### src/rtl/hz_pkg.sv
package hz_pkg;
  localparam int unsigned OP_W  = 4;
  localparam int unsigned RID_W = 4;
  localparam int unsigned TAG_W = 8;

  localparam logic [RID_W-1:0] RID_NONE = '1;
  localparam logic [OP_W-1:0]  OP_NOP   = '0;

  typedef struct packed {
    logic             valid;
    logic [OP_W-1:0]  op;
    logic [RID_W-1:0] src_a;
    logic [RID_W-1:0] src_b;
    logic [RID_W-1:0] dst_e;
    logic [RID_W-1:0] dst_m;
    logic [TAG_W-1:0] tag;
  } stage_t;

  localparam stage_t STAGE_BUBBLE = '{
    valid: 1'b0,
    op:    OP_NOP,
    src_a: RID_NONE,
    src_b: RID_NONE,
    dst_e: RID_NONE,
    dst_m: RID_NONE,
    tag:   '0
  };
endpackage

### src/rtl/hz_pipe_reg.sv
// Pipeline register with three update modes: load, hold, bubble.
module hz_pipe_reg #(
  parameter int unsigned W = 8,
  parameter logic [W-1:0] NOP_VAL = '0
) (
  input  logic         clk,
  input  logic         rst_n,
  input  logic         stall,
  input  logic         bubble,
  input  logic [W-1:0] d,
  output logic [W-1:0] q
);
  always_ff @(posedge clk or negedge rst_n) begin
    if (!rst_n)      q <= NOP_VAL;
    else if (bubble) q <= NOP_VAL;
    else if (!stall) q <= d;
  end
endmodule

### src/rtl/hz_detect.sv
// Combinational read-after-write comparison of decode sources
// against the destinations of the N stages behind decode.
module hz_detect import hz_pkg::*; #(
  parameter int unsigned N = 3
) (
  input  logic [RID_W-1:0]        src_a,
  input  logic [RID_W-1:0]        src_b,
  input  logic [N-1:0][RID_W-1:0] dst_e,
  input  logic [N-1:0][RID_W-1:0] dst_m,
  output logic                    hazard
);
  function automatic logic id_hit(input logic [RID_W-1:0] s,
                                  input logic [RID_W-1:0] t);
    return (s != RID_NONE) && (s == t);
  endfunction

  always_comb begin
    hazard = 1'b0;
    for (int i = 0; i < N; i++) begin
      hazard = hazard | id_hit(src_a, dst_e[i]) | id_hit(src_a, dst_m[i])
                      | id_hit(src_b, dst_e[i]) | id_hit(src_b, dst_m[i]);
    end
  end
endmodule

### src/rtl/hz_mode_ctl.sv
// Turns the hazard flag and the input handshake into per-register modes.
// Index 0 is decode, 1 is execute, higher indices follow.
module hz_mode_ctl #(
  parameter int unsigned NSTG = 4
) (
  input  logic            hazard,
  input  logic            in_valid,
  output logic            in_ready,
  output logic            stall_f,
  output logic [NSTG-1:0] stall,
  output logic [NSTG-1:0] bubble
);
  always_comb begin
    stall     = '0;
    bubble    = '0;
    stall[0]  = hazard;
    bubble[0] = !hazard && !in_valid;
    bubble[1] = hazard;
    stall_f   = hazard;
    in_ready  = !hazard;
  end
endmodule

### src/rtl/hz_stall_ctrl.sv
module hz_stall_ctrl import hz_pkg::*; #(
  parameter int unsigned HAZ_STAGES = 3
) (
  input  logic             clk,
  input  logic             rst_n,
  input  logic             in_valid,
  output logic             in_ready,
  input  logic [OP_W-1:0]  in_op,
  input  logic [RID_W-1:0] in_src_a,
  input  logic [RID_W-1:0] in_src_b,
  input  logic [RID_W-1:0] in_dst_e,
  input  logic [RID_W-1:0] in_dst_m,
  input  logic [TAG_W-1:0] in_tag,
  output logic             stall_f,
  output logic             stall_d,
  output logic             bubble_d,
  output logic             bubble_e,
  output logic             ex_valid,
  output logic [TAG_W-1:0] ex_tag,
  output logic             wb_valid,
  output logic [OP_W-1:0]  wb_op,
  output logic [RID_W-1:0] wb_dst_e,
  output logic [RID_W-1:0] wb_dst_m,
  output logic [TAG_W-1:0] wb_tag
);
  localparam int unsigned NSTG = HAZ_STAGES + 1;
  localparam int unsigned SW   = $bits(stage_t);

  stage_t                         fetch_w;
  stage_t                         stg_d [NSTG];
  stage_t                         stg_q [NSTG];
  logic [NSTG-1:0]                st_stall;
  logic [NSTG-1:0]                st_bubble;
  logic [HAZ_STAGES-1:0][RID_W-1:0] chk_e;
  logic [HAZ_STAGES-1:0][RID_W-1:0] chk_m;
  logic                           hazard;
  logic                           d_valid;

  always_comb begin
    fetch_w       = STAGE_BUBBLE;
    fetch_w.valid = 1'b1;
    fetch_w.op    = in_op;
    fetch_w.src_a = in_src_a;
    fetch_w.src_b = in_src_b;
    fetch_w.dst_e = in_dst_e;
    fetch_w.dst_m = in_dst_m;
    fetch_w.tag   = in_tag;
  end

  for (genvar i = 0; i < NSTG; i++) begin : g_stage
    if (i == 0) begin : g_first
      assign stg_d[i] = fetch_w;
    end else begin : g_next
      assign stg_d[i] = stg_q[i-1];
    end
    hz_pipe_reg #(.W(SW), .NOP_VAL(STAGE_BUBBLE)) u_reg (
      .clk    (clk),
      .rst_n  (rst_n),
      .stall  (st_stall[i]),
      .bubble (st_bubble[i]),
      .d      (stg_d[i]),
      .q      (stg_q[i])
    );
  end

  for (genvar j = 0; j < HAZ_STAGES; j++) begin : g_chk
    assign chk_e[j] = stg_q[j+1].dst_e;
    assign chk_m[j] = stg_q[j+1].dst_m;
  end

  hz_detect #(.N(HAZ_STAGES)) u_det (
    .src_a  (stg_q[0].src_a),
    .src_b  (stg_q[0].src_b),
    .dst_e  (chk_e),
    .dst_m  (chk_m),
    .hazard (hazard)
  );

  hz_mode_ctl #(.NSTG(NSTG)) u_mode (
    .hazard   (hazard),
    .in_valid (in_valid),
    .in_ready (in_ready),
    .stall_f  (stall_f),
    .stall    (st_stall),
    .bubble   (st_bubble)
  );

  assign stall_d  = st_stall[0];
  assign bubble_d = st_bubble[0];
  assign bubble_e = st_bubble[1];
  assign d_valid  = stg_q[0].valid;
  assign ex_valid = stg_q[1].valid;
  assign ex_tag   = stg_q[1].tag;
  assign wb_valid = stg_q[NSTG-1].valid;
  assign wb_op    = stg_q[NSTG-1].op;
  assign wb_dst_e = stg_q[NSTG-1].dst_e;
  assign wb_dst_m = stg_q[NSTG-1].dst_m;
  assign wb_tag   = stg_q[NSTG-1].tag;
endmodule

### config.mk
export PLATFORM = sky130hd
export DESIGN_NAME = hz_stall_ctrl
export DESIGN_NICKNAME = d
export VERILOG_FILES = /design/src/rtl/hz_pkg.sv /design/src/rtl/hz_pipe_reg.sv /design/src/rtl/hz_detect.sv /design/src/rtl/hz_mode_ctl.sv /design/src/rtl/hz_stall_ctrl.sv
export SDC_FILE = /design/constraint.sdc
export NUM_CORES = 1
export LEC_CHECK = 0
export ABC_CLOCK_PERIOD_IN_PS = 4700
export BUFFER_PORTS_ARGS = -buffer_cell sky130_fd_sc_hd__buf_2
export CAP_MARGIN = 20
export CORE_ASPECT_RATIO = 1.2
export CORE_MARGIN = 2
export CORE_UTILIZATION = 45
export CTS_BUF_LIST = sky130_fd_sc_hd__clkbuf_4 sky130_fd_sc_hd__clkbuf_8
export DETAILED_ROUTE_END_ITERATION = 8
export PLACE_DENSITY_LB_ADDON = 0.3
export SYNTH_ARGS = -nofsm -noshare
export SYNTH_HDL_FRONTEND = slang
export SYNTH_SLANG_ARGS = --single-unit
### constraint.sdc
create_clock -name clk -period 4.7 [get_ports clk]
set_clock_uncertainty 0.2 [all_clocks]
set_input_delay 0.235 -clock clk [delete_from_list [all_inputs] [get_ports clk]]
set_output_delay 0.235 -clock clk [all_outputs]
set_load 0.01 [all_outputs]
==> results <==
- The flow ran to the end, and the final reports show no timing, DRC or antenna violations.
- Global routing used between 10% and 20% of the available tracks across all layers.
- For this run, the slowest stage of the critical path takes between 0.6 and 0.7 ns.
- The data required time of the worst path is 4.26 ns.
- The post-synthesis average cell area is between 10 and 15 um^2.
- The floorplan has 36 rows.
- The worst-case IR drop observed on VDD is ~0.30 mV.
- The overall die area is slightly above 9000 um^2.
- The mapped netlist covers around 3800 um^2.
- The filler cells instantiated in the layout total 690.
- The sequential element share of the synthesized area is roughly 62%.
- The number of placed instances, taps included, is 430.
- Max-cap violations in this run came to 0.
- The chip height is around 100 um.
- The number of nets with antenna violations after detailed routing is 0.
- The worst setup path category is reg -> out.
- The pin count of the biggest net entering global routing is a little over 90.
- The utilization after layout is a little under three fifths.
- The flip-flop count of the largest register after layout is 92.
- The weighted congestion at the end of routability-driven global placement is roughly 0.89.
- The initial antenna violation count is 0.
- At the placement stage, the worst setup path has a slack of roughly 1.8 ns.
- The share of synthesized cell area in full adder, half adder and majority cells is 0%.
- The number of setup violations in the final report is 0.
- The initial detailed-routing violation count is between 80 and 90.
- Clock-pin slew was measured on the worst setup and hold paths at ~0.090 ns.
- The areal power density over the cells is between 600 and 700 nW/um^2.
- The multiplexer share of the synthesized area is roughly 8%.
- In this design, the largest share of critical-path delay is due to compound AO/OA/AOI/OAI gates.
- Along the worst path, the maximum fanout reaches 21.
- The number of pins with negative max-slew slack in the final report is 0.
- The aggregate routed wire length is around 6300 um.
- The cell at the slowest stage of the critical path is sky130_fd_sc_hd__dfstp_2.
- Pin placement for this block handled 66 I/O pins.
- In the final layout, the registers with the most flip-flops are g_stage.u_reg.q x92.
- Adding up every negative setup slack in the final design gives 0 ns.
- The worst hold path class is in -> reg.
- The final hold violation count is 0.
- For this run, the detailed router's first-pass iteration total came to 4.
- In this run the tool buffered the top-level ports with 65 buffer cells.
- The total leakage power is between 2 and 2.5 nW.
- After detailed routing, the average wire length per cell comes to 13.2 um.
- Of the cells placed in the final design, the portion with a size suffix greater than 1 is a little over a third.
- The number of unique standard cell types used by synthesis is 19.
- Setup repair after global routing left no endpoint under its margin.
- The count of cells resized by post-cts repair is 0.
- The setup slack of the critical path after layout is ~1.4 ns.
- The leftover overflow at the end of global routing is 0.
- The number of vias in the routed layout is roughly 2,100.
- Global routing consumed, on the met1 layer, roughly a fifth of the routing resources.
- TritonCTS created 9 clock buffers.
- The minimum setup slack among reg-to-reg paths is 1.89 ns.
- The remaining max-slew budget at the tightest pin is 62.1%.
- The count of buffer and inverter cells on the critical path is 2.
- The clock latency at the later pin of the worst-skew pair is 0.35 ns.
- The worst hold path was traced through 3 stages.
- The number of cells on the worst reg-to-reg path is 7.
- The multi-input gate area in the final layout is about 1100 um^2.
- Counting every net in the synthesized netlist gives 314.
- The type of destination of the critical path is an output pin.
- For this run, the number of Yosys warnings is 0.
- The final antenna diode count is 0.
- The most common cell after layout, fill and taps aside is sky130_fd_sc_hd__buf_2.
- The final cell count without fillers is about 470.
- Global routing used under 10% of the available met3 tracks.
- The tree is rooted in a sky130_fd_sc_hd__clkbuf_8.
- The starting utilization of the core area is between 40% and 50%.
- The net count reported at finish is a little under 400.
- In the final layout, flip-flops and latches occupy approximately 2400 um^2.
- The cell count along the critical path is 8.
- The top cell types in the final layout, fill and taps aside, are sky130_fd_sc_hd__buf_2, sky130_fd_sc_hd__dfrtp_1, sky130_fd_sc_hd__dfstp_2.
- The CTS tree is done.
- The first global-routing pass estimated between 10,000 and 15,000 um of wire.
- The final cycle utilization of the critical path is between 60% and 70%.
- The horizontal extent of the die is 87.7 um.
- For this run, design rule violations remaining after detail routing come to 0.
- Summing the areas of all compound-gate instances in the mapped netlist gives under 10% of the synthesized area.
- The number of global-route vias before repair is ~2,100.
- The maximum clock path buffer count is 2.
- The core region area is approximately 8000 um^2.
- The clock period could shrink to around 3.3 ns.
- The area growth from synthesis to final layout is 19.2%.
- The number of register bits inferred by synthesis is a little over 90.
- For the pin with the worst max-slew slack, the measured transition is roughly 0.57 ns.
- Counting flops per register, the top entry is g_stage.u_reg.q.
- The estimated wirelength of the detail-placed design is 4140 um.
- The synthesized-area fraction occupied by xor and xnor cells is around 11%.
- In this run, post-CTS hold repair placed 27 buffers.
- The number of levels the H-tree was split into is 3.
- Traced cell by cell, the critical path runs through xor2_1 -> nor4_1 -> a41oi_1 -> nand4_1 -> a22oi_4 -> buf_4 -> nor2b_1 -> buf_2.
- The upper clock frequency limit is slightly above 300 MHz.
- The global routing's busiest layer is met1.
- For this design, the sink count on the clock tree is roughly 90.
- In the global route stage, met2 resource usage came out at 21.3%.
- The ratio of routed vias to standard cells is approximately 4.4.
- Once the clock tree was built, the setup fixing pass inserted 0 buffers.
- Data arrives at the worst endpoint at between 2 and 3 ns.
- The main combinational cell family by area after synthesis is XOR/XNOR gates.
- The startpoint type of the worst setup path is a register.
- The basic-gate share of the synthesized area counting and, or, nand and nor cells is approximately a tenth.
- The cell count after synthesis is between 200 and 300.
[per-layer routing]
metal,vias up,routed length (um)
met3,10,218
met4,0,136
met2,46,2890
met1,1025,3030
li1,1024,-
met5,-,0
[layout make-up]
cell class / count / area share (%)
Clock buffer: 10 / 3.05
Sequential cell: 92 / 52.1
Multi-Input combinational cell: 144 / 25.4
Inverter: 13 / 1.08
Tap cell: 114 / 3.16
Clock inverter: 6 / 1.14
Timing Repair Buffer: 95 / 14.0
[power breakdown]
group	switching, mW	internal [mW]	total (mW)	leakage (nW)
Clock	0.283	0.216	0.500	0.0996
Combinational	0.566	0.611	1.18	0.805
Sequential	0.256	1.19	1.45	1.13
[kinds of logic after synthesis]
kind of cell | after synthesis
AOI/OAI and AO/OA | 5
buffers and inverters | 47
muxes | 29
xor gates and xnor gates | 48
DFF | 92
and+or+nand+nor | 62
[Yosys cell counts (all sizes together)]
master,instances,area (um^2)
nor4,4,25.0
a22oi,1,21.3
buf,31,228
nand4,8,50.1
clkbuf,3,11.3
nand2b,24,150
a41oi,4,35.0
xnor2,32,280
and2,13,81.3
inv,13,48.8
xor2,16,140
dfstp,40,1050
dfrtp,52,1300
nand2,12,45.0
mux2,17,191
mux2i,12,120
nor2b,1,6.26
[per-stage QoR]
stage | hold slack, ns | area, um^2 | power, mW
6_report | 0.0290 | 4510 | 3.12
3_5_place_dp | 0.135 | 4030 | 2.63
2_1_floorplan | -0.261 | 3790 | 2.43
4_1_cts | 0.00723 | 4490 | 3.16
3_3_place_gp | 0.131 | 4030 | 2.61
5_1_grt | 0.0328 | 4510 | 3.36
[tightest hold or removal path, delay by kind of cell]
kind          cells  cell delay, ns
mux               1            0.14
simple gates      1            0.09
buf+inv           1            0.08
[final timing paths]
path	start	endpoint
max	g_stage[0].u_reg.q[18]	bubble_d
min reg2reg	g_stage[2].u_reg.q[2]	g_stage[3].u_reg.q[2]
min in group asynchronous	rst_n	g_stage[2].u_reg.q[27]
max reg2reg	g_stage[0].u_reg.q[18]	g_stage[0].u_reg.q[9]
min	in_src_a[1]	g_stage[0].u_reg.q[21]
max in group asynchronous	rst_n	g_stage[3].u_reg.q[13]
Power figures use the tool's default switching activity.
